<file path="config.mk">
export PLATFORM = sky130hd
export DESIGN_NAME = pwrup_delay_timer
export DESIGN_NICKNAME = d
export VERILOG_FILES = /design/src/rtl/pud_pkg.sv /design/src/rtl/pud_por_sync.sv /design/src/rtl/pud_interval_decode.sv /design/src/rtl/pud_ms_prescaler.sv /design/src/rtl/pud_sequencer.sv /design/src/rtl/pwrup_delay_timer.sv
export SDC_FILE = /design/constraint.sdc
export NUM_CORES = 1
export LEC_CHECK = 0
export BUFFER_PORTS_ARGS = -buffer_cell sky130_fd_sc_hd__buf_4
export CORE_MARGIN = 2
export CORE_UTILIZATION = 30
export DETAILED_ROUTE_END_ITERATION = 8
export PLACE_DENSITY = 0.53
export SLEW_MARGIN = 20
export SYNTH_ARGS = -nofsm -noshare
export SYNTH_HDL_FRONTEND = slang
export SYNTH_SLANG_ARGS = --single-unit
</file>
<file path="constraint.sdc">
create_clock -name clk_ref -period 4 [get_ports clk_ref]
set_clock_uncertainty 0.1 [all_clocks]
set_input_delay 0.6 -clock clk_ref [delete_from_list [all_inputs] [get_ports clk_ref]]
set_output_delay 0.6 -clock clk_ref [all_outputs]
set_load 0.02 [all_outputs]
</file>
<file path="src/rtl/pud_pkg.sv">
// Package: shared types for the power-up delay timer.
// Assumes: none; holds only the sequencer state encoding.
package pud_pkg;

    // Sequencer state: waiting for reset to clear, counting, or released.
    typedef enum logic [1:0] {
        SEQ_HOLD  = 2'd0,
        SEQ_COUNT = 2'd1,
        SEQ_DONE  = 2'd2
    } seq_state_t;

endpackage

</file>
<file path="src/rtl/pud_por_sync.sv">
// Module: pud_por_sync
// Brings the raw active-low power-on reset into the reference clock domain
// through a chain of SYNC_STAGES flops.
// Assumes: por_raw_n may change at any time. The flops carry no reset because
// they are the source of the reset for everything downstream.
module pud_por_sync #(
    parameter int SYNC_STAGES = 2
) (
    input  logic clk,
    input  logic por_raw_n,
    output logic por_sync_n
);

    logic [SYNC_STAGES-1:0] chain_q;

    generate
        if (SYNC_STAGES == 1) begin : g_single
            // Purpose: single-stage capture of the raw reset.
            always_ff @(posedge clk) begin
                chain_q <= por_raw_n;
            end
        end else begin : g_multi
            // Purpose: shift the raw reset through the synchroniser chain.
            always_ff @(posedge clk) begin
                chain_q <= {chain_q[SYNC_STAGES-2:0], por_raw_n};
            end
        end
    endgenerate

    assign por_sync_n = chain_q[SYNC_STAGES-1];

endmodule

</file>
<file path="src/rtl/pud_interval_decode.sv">
// Module: pud_interval_decode
// Turns the delay code into a terminal millisecond count (target - 1) and a
// flag for "no delay". With USE_FIXED the code is ignored and FIXED_MS is used.
// Assumes: MS_W is wide enough to hold the largest terminal count.
module pud_interval_decode #(
    parameter int CODE_W    = 3,
    parameter int MS_W      = 7,
    parameter bit USE_FIXED = 1'b0,
    parameter int FIXED_MS  = 64
) (
    input  logic [CODE_W-1:0] code,
    output logic [MS_W-1:0]   limit,
    output logic              no_delay
);

    generate
        if (USE_FIXED) begin : g_fixed
            logic unused_code;
            // Purpose: the fixed build ignores the code.
            assign unused_code = ^code;
            assign limit       = MS_W'(FIXED_MS - 1);
            assign no_delay    = 1'b0;
        end else begin : g_prog
            logic [MS_W:0] span_ms;
            // Purpose: code n gives 2^n ms; code 0 disables the wait.
            always_comb begin
                span_ms  = (MS_W + 1)'(1) << code;
                limit    = MS_W'(span_ms - (MS_W + 1)'(1));
                no_delay = (code == '0);
            end
        end
    endgenerate

endmodule

</file>
<file path="src/rtl/pud_ms_prescaler.sv">
// Module: pud_ms_prescaler
// Divides the reference clock into one-cycle millisecond ticks while run is
// high. The tick comes on the CYC_PER_MS-th edge of each period.
// Assumes: synchronous active-low reset; run drops to restart the phase.
module pud_ms_prescaler #(
    parameter int CYC_PER_MS = 33
) (
    input  logic clk,
    input  logic rst_n,
    input  logic run,
    output logic tick
);

    localparam int PW = (CYC_PER_MS > 1) ? $clog2(CYC_PER_MS) : 1;
    localparam logic [PW-1:0] LAST = PW'(CYC_PER_MS - 1);

    logic [PW-1:0] phase_q;

    assign tick = run && (phase_q == LAST);

    // Purpose: advance the phase counter while running, wrap on each tick.
    always_ff @(posedge clk) begin
        if (!rst_n) begin
            phase_q <= '0;
        end else if (!run || tick) begin
            phase_q <= '0;
        end else begin
            phase_q <= phase_q + PW'(1);
        end
    end

    generate
        if (CYC_PER_MS > 1) begin : g_spacing_chk
            AST_TICK_SPACING: assert property (@(posedge clk) disable iff (!rst_n)
                tick |=> !tick);
        end
    endgenerate

endmodule

</file>
<file path="src/rtl/pud_sequencer.sv">
// Module: pud_sequencer
// Latches the terminal count on the first cycle out of reset, counts
// millisecond ticks, and raises a registered, sticky release level.
// Assumes: synchronous active-low reset from the synchroniser; limit and
// no_delay are valid combinationally from the current code.
module pud_sequencer
    import pud_pkg::*;
#(
    parameter int MS_W = 7
) (
    input  logic            clk,
    input  logic            rst_n,
    input  logic [MS_W-1:0] limit_in,
    input  logic            no_delay_in,
    input  logic            ms_tick,
    output logic            busy,
    output logic            release_lvl
);

    seq_state_t      state_q;
    logic [MS_W-1:0] limit_q;
    logic [MS_W-1:0] ms_cnt_q;
    logic            busy_q;
    logic            rel_q;
    logic            noDelay_unused_guard;

    assign noDelay_unused_guard = no_delay_in;

    // Purpose: state, latched limit, millisecond count and output flops.
    always_ff @(posedge clk) begin
        if (!rst_n) begin
            state_q  <= SEQ_HOLD;
            limit_q  <= '0;
            ms_cnt_q <= '0;
            busy_q   <= 1'b0;
            rel_q    <= 1'b0;
        end else begin
            case (state_q)
                SEQ_HOLD: begin
                    limit_q  <= limit_in;
                    ms_cnt_q <= '0;
                    if (noDelay_unused_guard) begin
                        state_q <= SEQ_DONE;
                        rel_q   <= 1'b1;
                    end else begin
                        state_q <= SEQ_COUNT;
                        busy_q  <= 1'b1;
                    end
                end
                SEQ_COUNT: begin
                    if (ms_tick) begin
                        if (ms_cnt_q == limit_q) begin
                            state_q <= SEQ_DONE;
                            busy_q  <= 1'b0;
                            rel_q   <= 1'b1;
                        end else begin
                            ms_cnt_q <= ms_cnt_q + MS_W'(1);
                        end
                    end
                end
                SEQ_DONE: begin
                    rel_q <= 1'b1;
                end
                default: begin
                    state_q <= SEQ_HOLD;
                    busy_q  <= 1'b0;
                    rel_q   <= 1'b0;
                end
            endcase
        end
    end

    assign busy        = busy_q;
    assign release_lvl = rel_q;

    AST_REL_STICKY: assert property (@(posedge clk) disable iff (!rst_n)
        rel_q |=> rel_q);
    AST_BUSY_REL_EXCL: assert property (@(posedge clk) disable iff (!rst_n)
        !(busy_q && rel_q));
    AST_LIMIT_FROZEN: assert property (@(posedge clk) disable iff (!rst_n)
        busy_q |=> $stable(limit_q));
    AST_MS_BOUND: assert property (@(posedge clk) disable iff (!rst_n)
        busy_q |-> (ms_cnt_q <= limit_q));
    AST_REL_AFTER_TICK: assert property (@(posedge clk) disable iff (!rst_n)
        (busy_q && !ms_tick) |=> !rel_q);

endmodule

</file>
<file path="src/rtl/pwrup_delay_timer.sv">
// Module: pwrup_delay_timer (top)
// Holds the reset-release low after power-on until a code-selected delay in
// milliseconds has run out. FIXED_INTERVAL builds a variant that always
// waits 64 ms. CYC_PER_MS sets reference-clock cycles per millisecond.
// Assumes: clk_ref runs freely; por_raw_n is asynchronous and active low.
module pwrup_delay_timer #(
    parameter int CODE_W         = 3,
    parameter int CYC_PER_MS     = 33,
    parameter bit FIXED_INTERVAL = 1'b0,
    parameter int FIXED_MS       = 64,
    parameter int SYNC_STAGES    = 2
) (
    input  logic              clk_ref,
    input  logic              por_raw_n,
    input  logic [CODE_W-1:0] cfg_code,
    output logic              rel_o,
    output logic              busy_o
);

    localparam int PROG_MAX_MS = 1 << ((1 << CODE_W) - 1);
    localparam int MAX_MS      = FIXED_INTERVAL ? FIXED_MS : PROG_MAX_MS;
    localparam int MS_W        = (MAX_MS > 1) ? $clog2(MAX_MS) : 1;

    logic            por_s_n;
    logic [MS_W-1:0] limit_w;
    logic            no_delay_w;
    logic            tick_w;
    logic            busy_w;
    logic            rel_w;

    pud_por_sync #(
        .SYNC_STAGES (SYNC_STAGES)
    ) u_sync (
        .clk        (clk_ref),
        .por_raw_n  (por_raw_n),
        .por_sync_n (por_s_n)
    );

    pud_interval_decode #(
        .CODE_W    (CODE_W),
        .MS_W      (MS_W),
        .USE_FIXED (FIXED_INTERVAL),
        .FIXED_MS  (FIXED_MS)
    ) u_decode (
        .code     (cfg_code),
        .limit    (limit_w),
        .no_delay (no_delay_w)
    );

    pud_ms_prescaler #(
        .CYC_PER_MS (CYC_PER_MS)
    ) u_presc (
        .clk   (clk_ref),
        .rst_n (por_s_n),
        .run   (busy_w),
        .tick  (tick_w)
    );

    pud_sequencer #(
        .MS_W (MS_W)
    ) u_seq (
        .clk         (clk_ref),
        .rst_n       (por_s_n),
        .limit_in    (limit_w),
        .no_delay_in (no_delay_w),
        .ms_tick     (tick_w),
        .busy        (busy_w),
        .release_lvl (rel_w)
    );

    assign rel_o  = rel_w;
    assign busy_o = busy_w;

    AST_BUSY_NO_TICK_AFTER_REL: assert property (@(posedge clk_ref) disable iff (!por_s_n)
        rel_o |-> !tick_w);

endmodule

</file>
=== Word-level counts from Yosys, hierarchy flattened ===
Cells that the tools add are included.

* Bits in registers: 26
* Latch bits: 0
* Bits in writable memories: 0
* Memory bits (read-only): 0
* Input port bits: 5
* Output and inout port bits: 2
* Word-level logic and storage cells: 48
* Memories: 0

* Add/sub/neg operators: 3
* $mul: 0
* Div/mod/pow operators: 0
* $lt $le $gt $ge: 0
* Equality and inequality tests: 9
* Shifts and indexed selects: 1
* Multiplexer cells: 15
* Bitwise gates (word level): 2
* Reduce and logical (&&, ||, !) cells: 11

{| class="wikitable"
|+ Operators with widths
! kind !! count
|-
| $mux 7 || 2
|-
| $pmux 7 s2 || 1
|-
| $reduce_and 3->1 || 3
|-
| $ne 2x2->1 const B || 4
|-
| $add 7x1->7 const B || 1
|-
| $eq 7x7->1 || 1
|-
| $shl 1x3->7 const A || 1
|-
| $sub 7x1->7 const B || 1
|-
| $add 6x1->6 const B || 1
|-
| $eq 6x6->1 const B || 1
|-
| $mux 1 || 6
|-
| $mux 2 || 3
|-
| $pmux 1 s3 || 2
|-
| $pmux 2 s3 || 1
|-
| $reduce_and 4->1 || 1
|-
| $logic_not 3->1 || 1
|-
| $eq 2x1->1 const B || 1
|-
| $eq 2x2->1 const B || 1
|-
| $logic_not 2->1 || 1
|-
| $ne 2x1->1 const B || 1
|-
| $not 1->1 || 2
|-
| $reduce_bool 2->1 || 1
|-
| $reduce_or 2->1 || 1
|-
| $logic_and 1x1->1 || 1
|-
| 2 further kinds || 2
|}

=== Depth between registers and ports, before layout ===
Gate-level depths: netlist of run 1.

* Word-level depth: 4
* Gate-level depth with buffers: 7
* Depth with buffers taken out: 6

=== Cells and area by module ===
From an unflattened synthesis of run 1, not the netlist that was laid out.

* Cell total of the unflattened synthesis: 173
* Area total of the unflattened synthesis: 1427.6 um2

{| class="wikitable"
|+ By module, submodules not included
! module !! instances !! cells each !! area an instance (um2) !! sequential area each (um2)
|-
| pud_sequencer || 1 || 124 || 1007.2 || 360.3
|-
| pud_ms_prescaler || 1 || 30 || 272.8 || 120.1
|-
| pud_interval_decode || 1 || 17 || 107.6 || 0.0
|-
| pud_por_sync || 1 || 2 || 40.0 || 40.0
|}

=== Worst setup path after synthesis of run 1 ===
No wires, ideal clock.

* Path type: in2reg
* From: input cfg_code[1]
* To: register u_seq.limit_q[4]
* Setup time: 0.116 ns
* Data arrival time: 1.993 ns
* Required time: 3.784 ns
* Path slack: 1.791 ns
* Stages on the path: 7
* Buffers on the path: 1
* Cell sequence: clkbuf_1 or3b_2 ha_1 and2_1 o21ai_0 o311ai_0 o211a_1

* Word-level cells in the longest chain between the ends: 2

{| class="wikitable"
|+ Ends and longest elaborated chain
! what !! RTL line !! source
|-
| start, declared || pwrup_delay_timer.sv:15 || <nowiki>input logic [CODE_W-1:0] cfg_code,</nowiki>
|-
| $shl 1x3->7 || pud_interval_decode.sv:27 || <nowiki>span_ms = (MS_W + 1)'(1) << code;</nowiki>
|-
| $sub 7x1->7 || pud_interval_decode.sv:28 || <nowiki>limit = MS_W'(span_ms - (MS_W + 1)'(1));</nowiki>
|-
| end signal, assigned || pud_sequencer.sv:40 || <nowiki>limit_q <= limit_in;</nowiki>
|-
| end, declared || pud_sequencer.sv:21 || <nowiki>logic [MS_W-1:0] limit_q;</nowiki>
|}

No other way between the ends.
A chain may end at the register's enable or synchronous reset.

=== Worst setup path in the final report of run 1 ===
Same ends and word-level chain as after synthesis.

==> flow_summary.json, run 1 <==
{
  "status": "finished clean",
  "worstRegToRegCells": 5,
  "mostFrequentLayoutCells": "26 x dfxtp_1, 13 x nor2_1, 12 x nand2_1, 12 x nand3_1, 10 x xnor2_1",
  "place_congestion": 0.7902,
  "max_freq_mhz": 469.0,
  "dp_slack_ns": 1.602,
  "synthTopCellsByArea": "dfxtp_1 40%, xnor2_1 6.7%, nand3_1 4.6%",
  "first_pass_iters": 4,
  "grt_pass1_wl_um": 4388,
  "diodes": 0,
  "first_global_vias": 990,
  "hold_viol": 0,
  "worst_path_dominant_cell_family": "simple AND/OR/NAND/NOR gates",
  "cts-root-buf": "clkbuf_8",
  "cts_hold_buf": 0,
  "yosysTopAreaCell": "dfxtp_1",
  "cts_buffers": 3,
  "setup_violations": 0,
  "critPathRequiredTime_ns": 4.06,
  "detail_route.wl_per_cell_um": 12.61,
  "dieArea_sq_um": 4894,
  "cts_buffer_depth": 2,
  "hp-class": "flip-flop to flip-flop",
  "critPathLaunch": "cfg_code[1]",
  "layout.nets": 162,
  "clock_latency_ns": 0.26,
  "cts.reportedPaths.clkPinSlew_ns": 0.08,
  "peakVddDrop_v": 0.0002249,
  "core.rowCount": 23,
  "final_antenna_net_count": 0,
  "io_buffers": 6,
  "syn_to_final_growth_pct": 9.109,
  "cts-resized-gates": 0,
  "initial_core_util_pct": 31.94,
  "synth_cell_type_count": 35,
  "io_pins": 7,
  "synthCells": 149,
  "crit_end": "u_seq.limit_q[4]",
  "post-cts-setup-buffers": 0,
  "core_sq_um": 4086,
  "final_cells": 201,
  "max_slew_margin_pct": 43.50,
  "fin_ws_ns": 1.868,
  "critical_path_depth": 7,
  "antenna_found_initial": 0,
  "ys_warn_count": 0,
  "arrival_ns": 2.19,
  "r2r_end": "u_seq.ms_cnt_q[5]",
  "finalWirelength_um": 2535,
  "vias_per_cell": 5.189,
  "power_per_cell_area_nw_per_um2": 351.3,
  "ys_seq_area_share_pct": 39.88,
  "grt_use_total_pct": 10.64,
  "leakage_nw": 0.5168,
  "start_kind": "primary input",
  "path_cells": "buf_4 > or3b_2 > ha_1 > and2_1 > o21ai_0 > o311ai_0 > o211a_1",
  "syn-num-nets": 158,
  "reg2reg_slack_ns": 2.07,
  "power_mw": 0.5002,
  "fin_crit_ns": 2.132,
  "drc": 0,
  "cts_tree": "yes",
  "vias": 1043,
  "crit_type": "primary input to flip-flop",
  "drv_slew": 0,
  "die_y_um": 69.96,
  "layout_commonest_cell": "dfxtp_1",
  "tightest_slew_ns": 0.8444,
  "period_share_pct": 53.31,
  "crit_slowest_cell": "or3b_2",
  "htreeDepth": 1,
  "cp_max_fo": 9,
  "die_x_um": 69.96,
  "synth_area_sq_um": 1305,
  "cpPeakStageDelay_ns": 0.46,
  "setup-tns-final_ns": 0,
  "critical_path_buf_inv_count": 1,
  "gr-total-overflow": 0,
  "grt_max_degree": 15,
  "end_kind": "flip-flop",
  "ys_seq_elements": 26,
  "dpl.hpwl_um": 1928,
  "reg2reg_from": "u_presc.phase_q[3]",
  "drt-initial-drc-count": 43,
  "synth.avg_cell_area_sq_um": 8.758,
  "synth_top_area_share_pct": 39.88,
  "cts.sink_count": 26,
  "maxCapViolCount": 0,
  "rsz0062_at_grt": "false",
  "dp.cells": 198,
  "drive_gt1_share_pct": 9.934
}
-- cells in the mapped netlist, drive strengths merged --
cell,number
dfxtp,26
nand3,13
nor2,13
nand2,12
xnor2,10
inv,9
a21oi,6
clkbuf,6
nor3,6
a211oi,5
ha,4
o31ai,4
xor2,4
or3,3
or4,3
a31oi,2
and2,2
and3,2
o2111ai,2
o211a,2
o211ai,2
o21a,2
o21ai,2
buf,1
mux2i,1
nand4,1
nor2b,1
nor4,1
nor4b,1
o311a,1
o311ai,1
or3b,1
-- report_power, final --
| part | switching (mW) | internal, mW |
|---|---|---|
| logic | 0.0440 | 0.0296 |
| clock network | 0.0731 | 0.0672 |
| registers | 0.0140 | 0.272 |
-- stage by stage --
stage	hold WS (ns)	instance area, sq um	utilization (%)
global route	0.2536	1424	34.84
global placement	0.2120	1383	33.83
CTS	0.2361	1424	34.84
finish	0.2317	1424	34.84
floorplan	0.2096	1305	-
detailed placement	0.2154	1383	33.83
-- cell families after synthesis --
logic type                 after synthesis  share of synthesized area [%]
adders and majority gates                4                          3.835
and+or+nand+nor                         59                          24.35
buffers and inverters                   16                          4.890
DFF                                     26                          39.89
AOI/OAI and AO/OA                       29                          16.88
muxes                                    1                         0.7670
xor gates and xnor gates                14                          9.395
-- area by class of cell --
cell class | count | area (sq um)
timing repair buffer | 6 | 45.04
tap | 50 | 62.56
fill | 432 | 2663
clock buffer | 3 | 41.29
multi-input combinational | 107 | 720.7
inverter | 9 | 33.78
sequential | 26 | 520.5
-- how the worst min path moves through the flow --
stage	start	slack [ns]	to	depth (start not counted)
after floorplan	u_sync.chain_q[0]	0.21	u_sync.chain_q[1]	0
after global placement	u_sync.chain_q[0]	0.21	u_sync.chain_q[1]	0
after detailed placement	u_sync.chain_q[0]	0.22	u_sync.chain_q[1]	0
after CTS	u_sync.chain_q[0]	0.24	u_sync.chain_q[1]	0
after global routing	u_sync.chain_q[0]	0.25	u_sync.chain_q[1]	0
final	u_sync.chain_q[0]	0.23	u_sync.chain_q[1]	0
-- state kept, by name, summed over array words and instances (netlist names) --
| name | flops |
|---|---|
| u_sync.chain_q | 2 |
| u_seq.state_q | 2 |
| u_seq.limit_q | 7 |
| u_seq.busy | 1 |
| u_seq.release_lvl | 1 |
| u_presc.phase_q | 6 |
| u_seq.ms_cnt_q | 7 |
-- layer usage --
layer | vias up | part of all wire [%] | GRT usage, % | wire, um
li1 | 532 | - | - | -
met1 | 492 | 48 | 13.43 | 1206
met2 | 17 | 49 | 19.05 | 1237
met3 | 2 | 3.3 | 2.597 | 84
met4 | 0 | 0.28 | 0.8547 | 7
met5 | - | 0 | 0 | 0
(Power assumes the default switching activity.)
==> run 2, diff against run 1 <==
==> constraint.sdc (replaced) <==
create_clock -name clk_ref -period 2 [get_ports clk_ref]
set_clock_uncertainty 0.1 [all_clocks]
set_input_delay 0.3 -clock clk_ref [delete_from_list [all_inputs] [get_ports clk_ref]]
set_output_delay 0.3 -clock clk_ref [all_outputs]
set_load 0.02 [all_outputs]
==> run 2 against run 1 <==
Clock power rose by 140%. Wire length rose by 3.4%. Hold slack got worse by 0.21 ns. Critical endpoint is now u_seq.ms_cnt_q[5]. Global-route usage rose by 0.97 points. First-iteration DRC count fell by 14%. Worst setup slack got worse by 1.7 ns. Critical path depth fell by 2. Non-clock buffer count rose by 6.
==> flow_summary.json, run 2 (synthesis results as in run 1) <==
{
  "cp_max_fo": 3,
  "critPathRequiredTime_ns": 2.10,
  "first_pass_iters": 4,
  "hp-class": "primary input to flip-flop",
  "drt-initial-drc-count": 37,
  "hold_viol": 0,
  "syn_to_final_growth_pct": 14.19,
  "die_y_um": 69.96,
  "power_per_cell_area_nw_per_um2": 718.3,
  "cpPeakStageDelay_ns": 0.50,
  "setup_violations": 0,
  "cts-root-buf": "clkbuf_8",
  "finalWirelength_um": 2622,
  "drc": 0,
  "core_sq_um": 4086,
  "rsz0062_at_grt": "false",
  "leakage_nw": 0.5534,
  "crit_type": "flip-flop to flip-flop",
  "grt_use_total_pct": 11.61,
  "first_global_vias": 1087,
  "fin_crit_ns": 1.865,
  "layout.nets": 168,
  "diodes": 0,
  "clock_latency_ns": 0.27,
  "cts.sink_count": 26,
  "cts_buffers": 3,
  "period_share_pct": 93.27,
  "tightest_slew_ns": 0.5620,
  "start_kind": "flip-flop",
  "cts.reportedPaths.clkPinSlew_ns": 0.09,
  "reg2reg_from": "u_presc.phase_q[4]",
  "arrival_ns": 1.96,
  "htreeDepth": 1,
  "mostFrequentLayoutCells": "24 x dfxtp_1, 13 x nor2_1, 12 x nand2_1, 12 x nand3_1, 12 x buf_4",
  "path_cells": "nor4b_4 > and3_4 > o211ai_4 > or4_1 > a211oi_2",
  "status": "finished clean",
  "reg_top3": "u_seq.limit_q x7, u_seq.ms_cnt_q x7, u_presc.phase_q x6",
  "placed_area_sq_um": 1420,
  "dpl.hpwl_um": 1965,
  "setup-tns-final_ns": 0,
  "postLayoutCellArea_sq_um": 1490,
  "vias_per_cell": 5.163,
  "gr-total-overflow": 0,
  "cts_tree": "yes",
  "cts_hold_buf": 0,
  "core.rowCount": 23,
  "end_kind": "flip-flop",
  "grt_pass1_wl_um": 4754,
  "layout_commonest_cell": "dfxtp_1",
  "io_buffers": 6,
  "dieArea_sq_um": 4894,
  "vias": 1074,
  "place_congestion": 0.7790,
  "reg2reg_slack_ns": 0.13,
  "io_pins": 7,
  "drive_gt1_share_pct": 15.82,
  "hold_start": "por_raw_n",
  "peakVddDrop_v": 0.0004361,
  "critPathLaunch": "u_presc.phase_q[4]",
  "drv_slew": 0,
  "cts_buffer_depth": 2,
  "initial_core_util_pct": 31.94,
  "grt_max_degree": 15,
  "detail_route.wl_per_cell_um": 12.61,
  "max_slew_margin_pct": 62.40,
  "die_x_um": 69.96,
  "crit_slowest_cell": "or4_1",
  "antenna_found_initial": 0,
  "max_freq_mhz": 536.1,
  "final_antenna_net_count": 0,
  "maxCapViolCount": 0
}
[run 2: cell count changes in the layout (fill, tap and decap cells not counted)]
cell / previous run / this run
buf_4: 6 / 12
dfxtp_1: 26 / 24
dfxtp_2: 0 / 2
a211oi_1: 5 / 4
a211oi_2: 0 / 1
clkbuf_8: 3 / 4
[run 2: area by class of cell]
class                           instances  area, sq um
Clock buffer                            4        55.05
Fill cell                             450         2596
Inverter                                9        33.78
Multi-Input combinational cell        107        725.7
Sequential cell                        26        523.0
Tap cell                               50        62.56
Timing Repair Buffer                   12        90.09
[run 2: layer usage]
layer / vias to the layer above / track usage [%] / routed length [um] / part of all wire (%)
li1: 546 / - / - / -
met1: 508 / 14.07 / 1278 / 49
met2: 15 / 19.58 / 1230 / 47
met3: 5 / 3.896 / 92 / 3.5
met4: 0 / 3.205 / 20 / 0.76
met5: - / 0 / 0 / 0
[run 2: timing repair]
action,CTS,global route
resized for setup,0,3
buffers inserted,0,1
setup endpoints to repair,0,1
[run 2: report_power, final]
| part | internal [mW] | switching (mW) |
|---|---|---|
| Clock | 0.176 | 0.163 |
| Sequential | 0.545 | 0.0263 |
| Combinational | 0.0661 | 0.0937 |
[run 2: through the flow]
step	util (%)	instances	power (mW)	hold slack, ns	setup WS [ns]
after CTS	36.10	207	1.085	0.01740	0.07696
final	36.47	208	1.070	0.02571	0.1346
after floorplan	-	149	0.6925	0.2096	0.09107
after global routing	36.47	208	1.127	0.009046	0.001394
after detailed placement	34.75	203	0.7435	0.2147	0.01637
after global placement	34.75	203	0.7398	0.2149	0.06807
[run 2: worst paths after layout]
path                  endpoint  depth (start not counted)
max          u_seq.ms_cnt_q[5]                          5
min reg2reg  u_sync.chain_q[1]                          0
min          u_sync.chain_q[0]                          1
max reg2reg  u_seq.ms_cnt_q[5]                          5
[run 2: critical path, delay by kind of cell, from the launching register on]
family	cells	cell delay, ns
simple gates	3	1.04
flops	1	0.35
compound gates	2	0.30
==> run 3, diff against run 2 <==
--- a/config.mk
+++ b/config.mk
@@ -6,7 +6,7 @@
 export NUM_CORES = 1
 export LEC_CHECK = 0
 export BUFFER_PORTS_ARGS = -buffer_cell sky130_fd_sc_hd__buf_4
-export CORE_MARGIN = 2
+export CORE_MARGIN = 4
 export CORE_UTILIZATION = 30
 export DETAILED_ROUTE_END_ITERATION = 8
 export PLACE_DENSITY = 0.53
==> run 3 against run 2 <==
Wire length grew 1.7%. Cell area grew 0.59%. Clock power grew 26%. Count of clock-buffer cells in the layout shrank 1. Register-to-register slack lost 0.03 ns. Sequential share of layout area shrank 0.37 points. Die area grew 12%. Utilization is essentially flat. Critical path depth is the same. Combinational power is essentially flat. Critical path type unchanged.
==> flow_summary.json, run 3 (synthesis results as in run 1) <==
{
  "end_kind": "flip-flop",
  "p_sw_mw": 0.2803,
  "power_per_cell_area_nw_per_um2": 772.9,
  "reg2reg_from": "u_presc.phase_q[3]",
  "cts_hold_buf": 0,
  "gr-usage-met2_pct": 15.85,
  "top_usage_layer": "met2",
  "arrival_ns": 1.98,
  "p_comb_share_pct": 13.8,
  "initial_core_util_pct": 31.71,
  "grt_pass1_wl_um": 4581,
  "critPathRequiredTime_ns": 2.09,
  "crit_type": "flip-flop to flip-flop",
  "max_slew_margin_pct": 59.87,
  "peakVddDrop_v": 0.0003573,
  "mostFrequentLayoutCells": "26 x dfxtp_1, 13 x nor2_1, 12 x nand2_1, 12 x nand3_1, 12 x buf_4",
  "cts.reportedPaths.clkPinSlew_ns": 0.09,
  "first_pass_iters": 4,
  "maxCapViolCount": 0,
  "cpPeakStageDelay_ns": 0.47,
  "tightest_slew_ns": 0.5997,
  "drive_gt1_share_pct": 13.92,
  "r2r_end": "u_seq.ms_cnt_q[5]",
  "layout_commonest_cell": "dfxtp_1",
  "hp-class": "primary input to flip-flop",
  "reg_top3": "u_seq.limit_q x7, u_seq.ms_cnt_q x7, u_presc.phase_q x6",
  "finalWirelength_um": 2667,
  "io_pins": 7,
  "rsz0062_at_grt": "false",
  "drv_slew": 0,
  "setup-tns-final_ns": 0,
  "die_y_um": 73.96,
  "core_sq_um": 4115,
  "clock_latency_ns": 0.27,
  "hold_depth": 1,
  "cts_buffers": 3,
  "core.rowCount": 23,
  "path_cells": "nor4b_4 > and3_4 > o211ai_4 > or4_1 > a211oi_1",
  "syn_to_final_growth_pct": 14.86,
  "first_global_vias": 1088,
  "htreeDepth": 1,
  "vias": 1092,
  "grt_max_degree": 16,
  "worstRegToRegCells": 5,
  "dieArea_sq_um": 5469,
  "cts_buffer_depth": 2,
  "setup_violations": 0,
  "antenna_found_initial": 0,
  "swShare_pct": 24.20,
  "dpl.hpwl_um": 2025,
  "critical_path_buf_inv_count": 0,
  "cts_tree": "yes",
  "hold_viol": 0,
  "layout.nets": 168,
  "io_buffers": 6,
  "grt_util_met3_pct": 2.568,
  "fin_crit_ns": 1.898,
  "final_antenna_net_count": 0,
  "period_share_pct": 94.89,
  "max_freq_mhz": 526.9,
  "timing.hold.ws_ns": 0.02413,
  "pwr-share-seq_pct": 49.2,
  "place_congestion": 0.8005,
  "p_int_mw": 0.8782,
  "min_to": "u_sync.chain_q[0]",
  "detail_route.wl_per_cell_um": 12.82,
  "reg2reg_slack_ns": 0.10,
  "leakage_nw": 0.5591,
  "start_kind": "flip-flop",
  "die_x_um": 73.96,
  "drc": 0,
  "worst_path_dominant_cell_family": "simple AND/OR/NAND/NOR gates",
  "drt-initial-drc-count": 68,
  "vias_per_cell": 5.250,
  "cts-root-buf": "clkbuf_8",
  "cts.sink_count": 26,
  "hold_start": "por_raw_n",
  "gr-usage-met1_pct": 13.54,
  "fill_cells": 427,
  "status": "finished clean",
  "cts-resized-gates": 0,
  "crit_slowest_cell": "or4_1",
  "cp_max_fo": 7,
  "diodes": 0,
  "pwr-share-clk_pct": 37.0,
  "grt_use_total_pct": 10.72,
  "post-cts-setup-buffers": 0,
  "gr-total-overflow": 0
}
-- run 3: metal layers --
layer  part of all wire (%)  up-vias
met5                      0        -
met1                     49      519
met3                    2.6        9
met4                    3.6        0
met2                     45       19
li1                       -      545
-- run 3: cell type report --
type / count / area (sq um) / area share [%]
clock inverter: 1 / 30.03 / 2.003
inverter: 9 / 33.78 / 2.254
timing repair buffer: 12 / 90.09 / 6.010
sequential: 26 / 520.5 / 34.72
multi-input combinational: 107 / 720.7 / 48.08
tap: 50 / 62.56 / 4.174
clock buffer: 3 / 41.29 / 2.755
-- run 3: per-stage QoR --
stage	cells	setup WS, ns	utilization [%]	total power, mW	instance area (sq um)
after detailed placement	204	0.008108	34.69	0.7405	1428
after global routing	208	0.009735	36.42	1.218	1499
final	208	0.1021	36.42	1.159	1499
after floorplan	149	0.09107	-	0.6925	1305
after global placement	204	0.04098	34.69	0.7382	1428
after CTS	208	0.08016	36.42	1.170	1499
-- run 3: worst reg2reg max path: cells and delay by family, from the launching register on --
kind / cells / cell delay, ns
AO/OA/AOI/OAI: 2 / 0.32
AND/OR/NAND/NOR: 3 / 1.03
flip-flops: 1 / 0.37
-- run 3: power by group through the flow --
| stage | logic, mW | registers (mW) | clock network [mW] |
|---|---|---|---|
| floorplan | 0.116 | 0.577 | 0 |
| global placement | 0.156 | 0.582 | 0 |
| detailed placement | 0.158 | 0.582 | 0 |
| CTS | 0.160 | 0.570 | 0.440 |
| global route | 0.178 | 0.575 | 0.465 |
| finish | 0.160 | 0.570 | 0.429 |
-- run 3: how the worst max path moves through the flow --
stage	start	to	slack (ns)	depth (start not counted)
detailed placement	cfg_code[1]	u_seq.limit_q[4]	0.008	7
CTS	u_presc.phase_q[3]	u_seq.ms_cnt_q[5]	0.08	5
floorplan	cfg_code[1]	u_seq.limit_q[4]	0.09	7
global route	u_presc.phase_q[3]	u_seq.ms_cnt_q[5]	0.01	5
global placement	cfg_code[1]	u_seq.limit_q[4]	0.04	7
finish	u_presc.phase_q[3]	u_seq.ms_cnt_q[5]	0.10	5
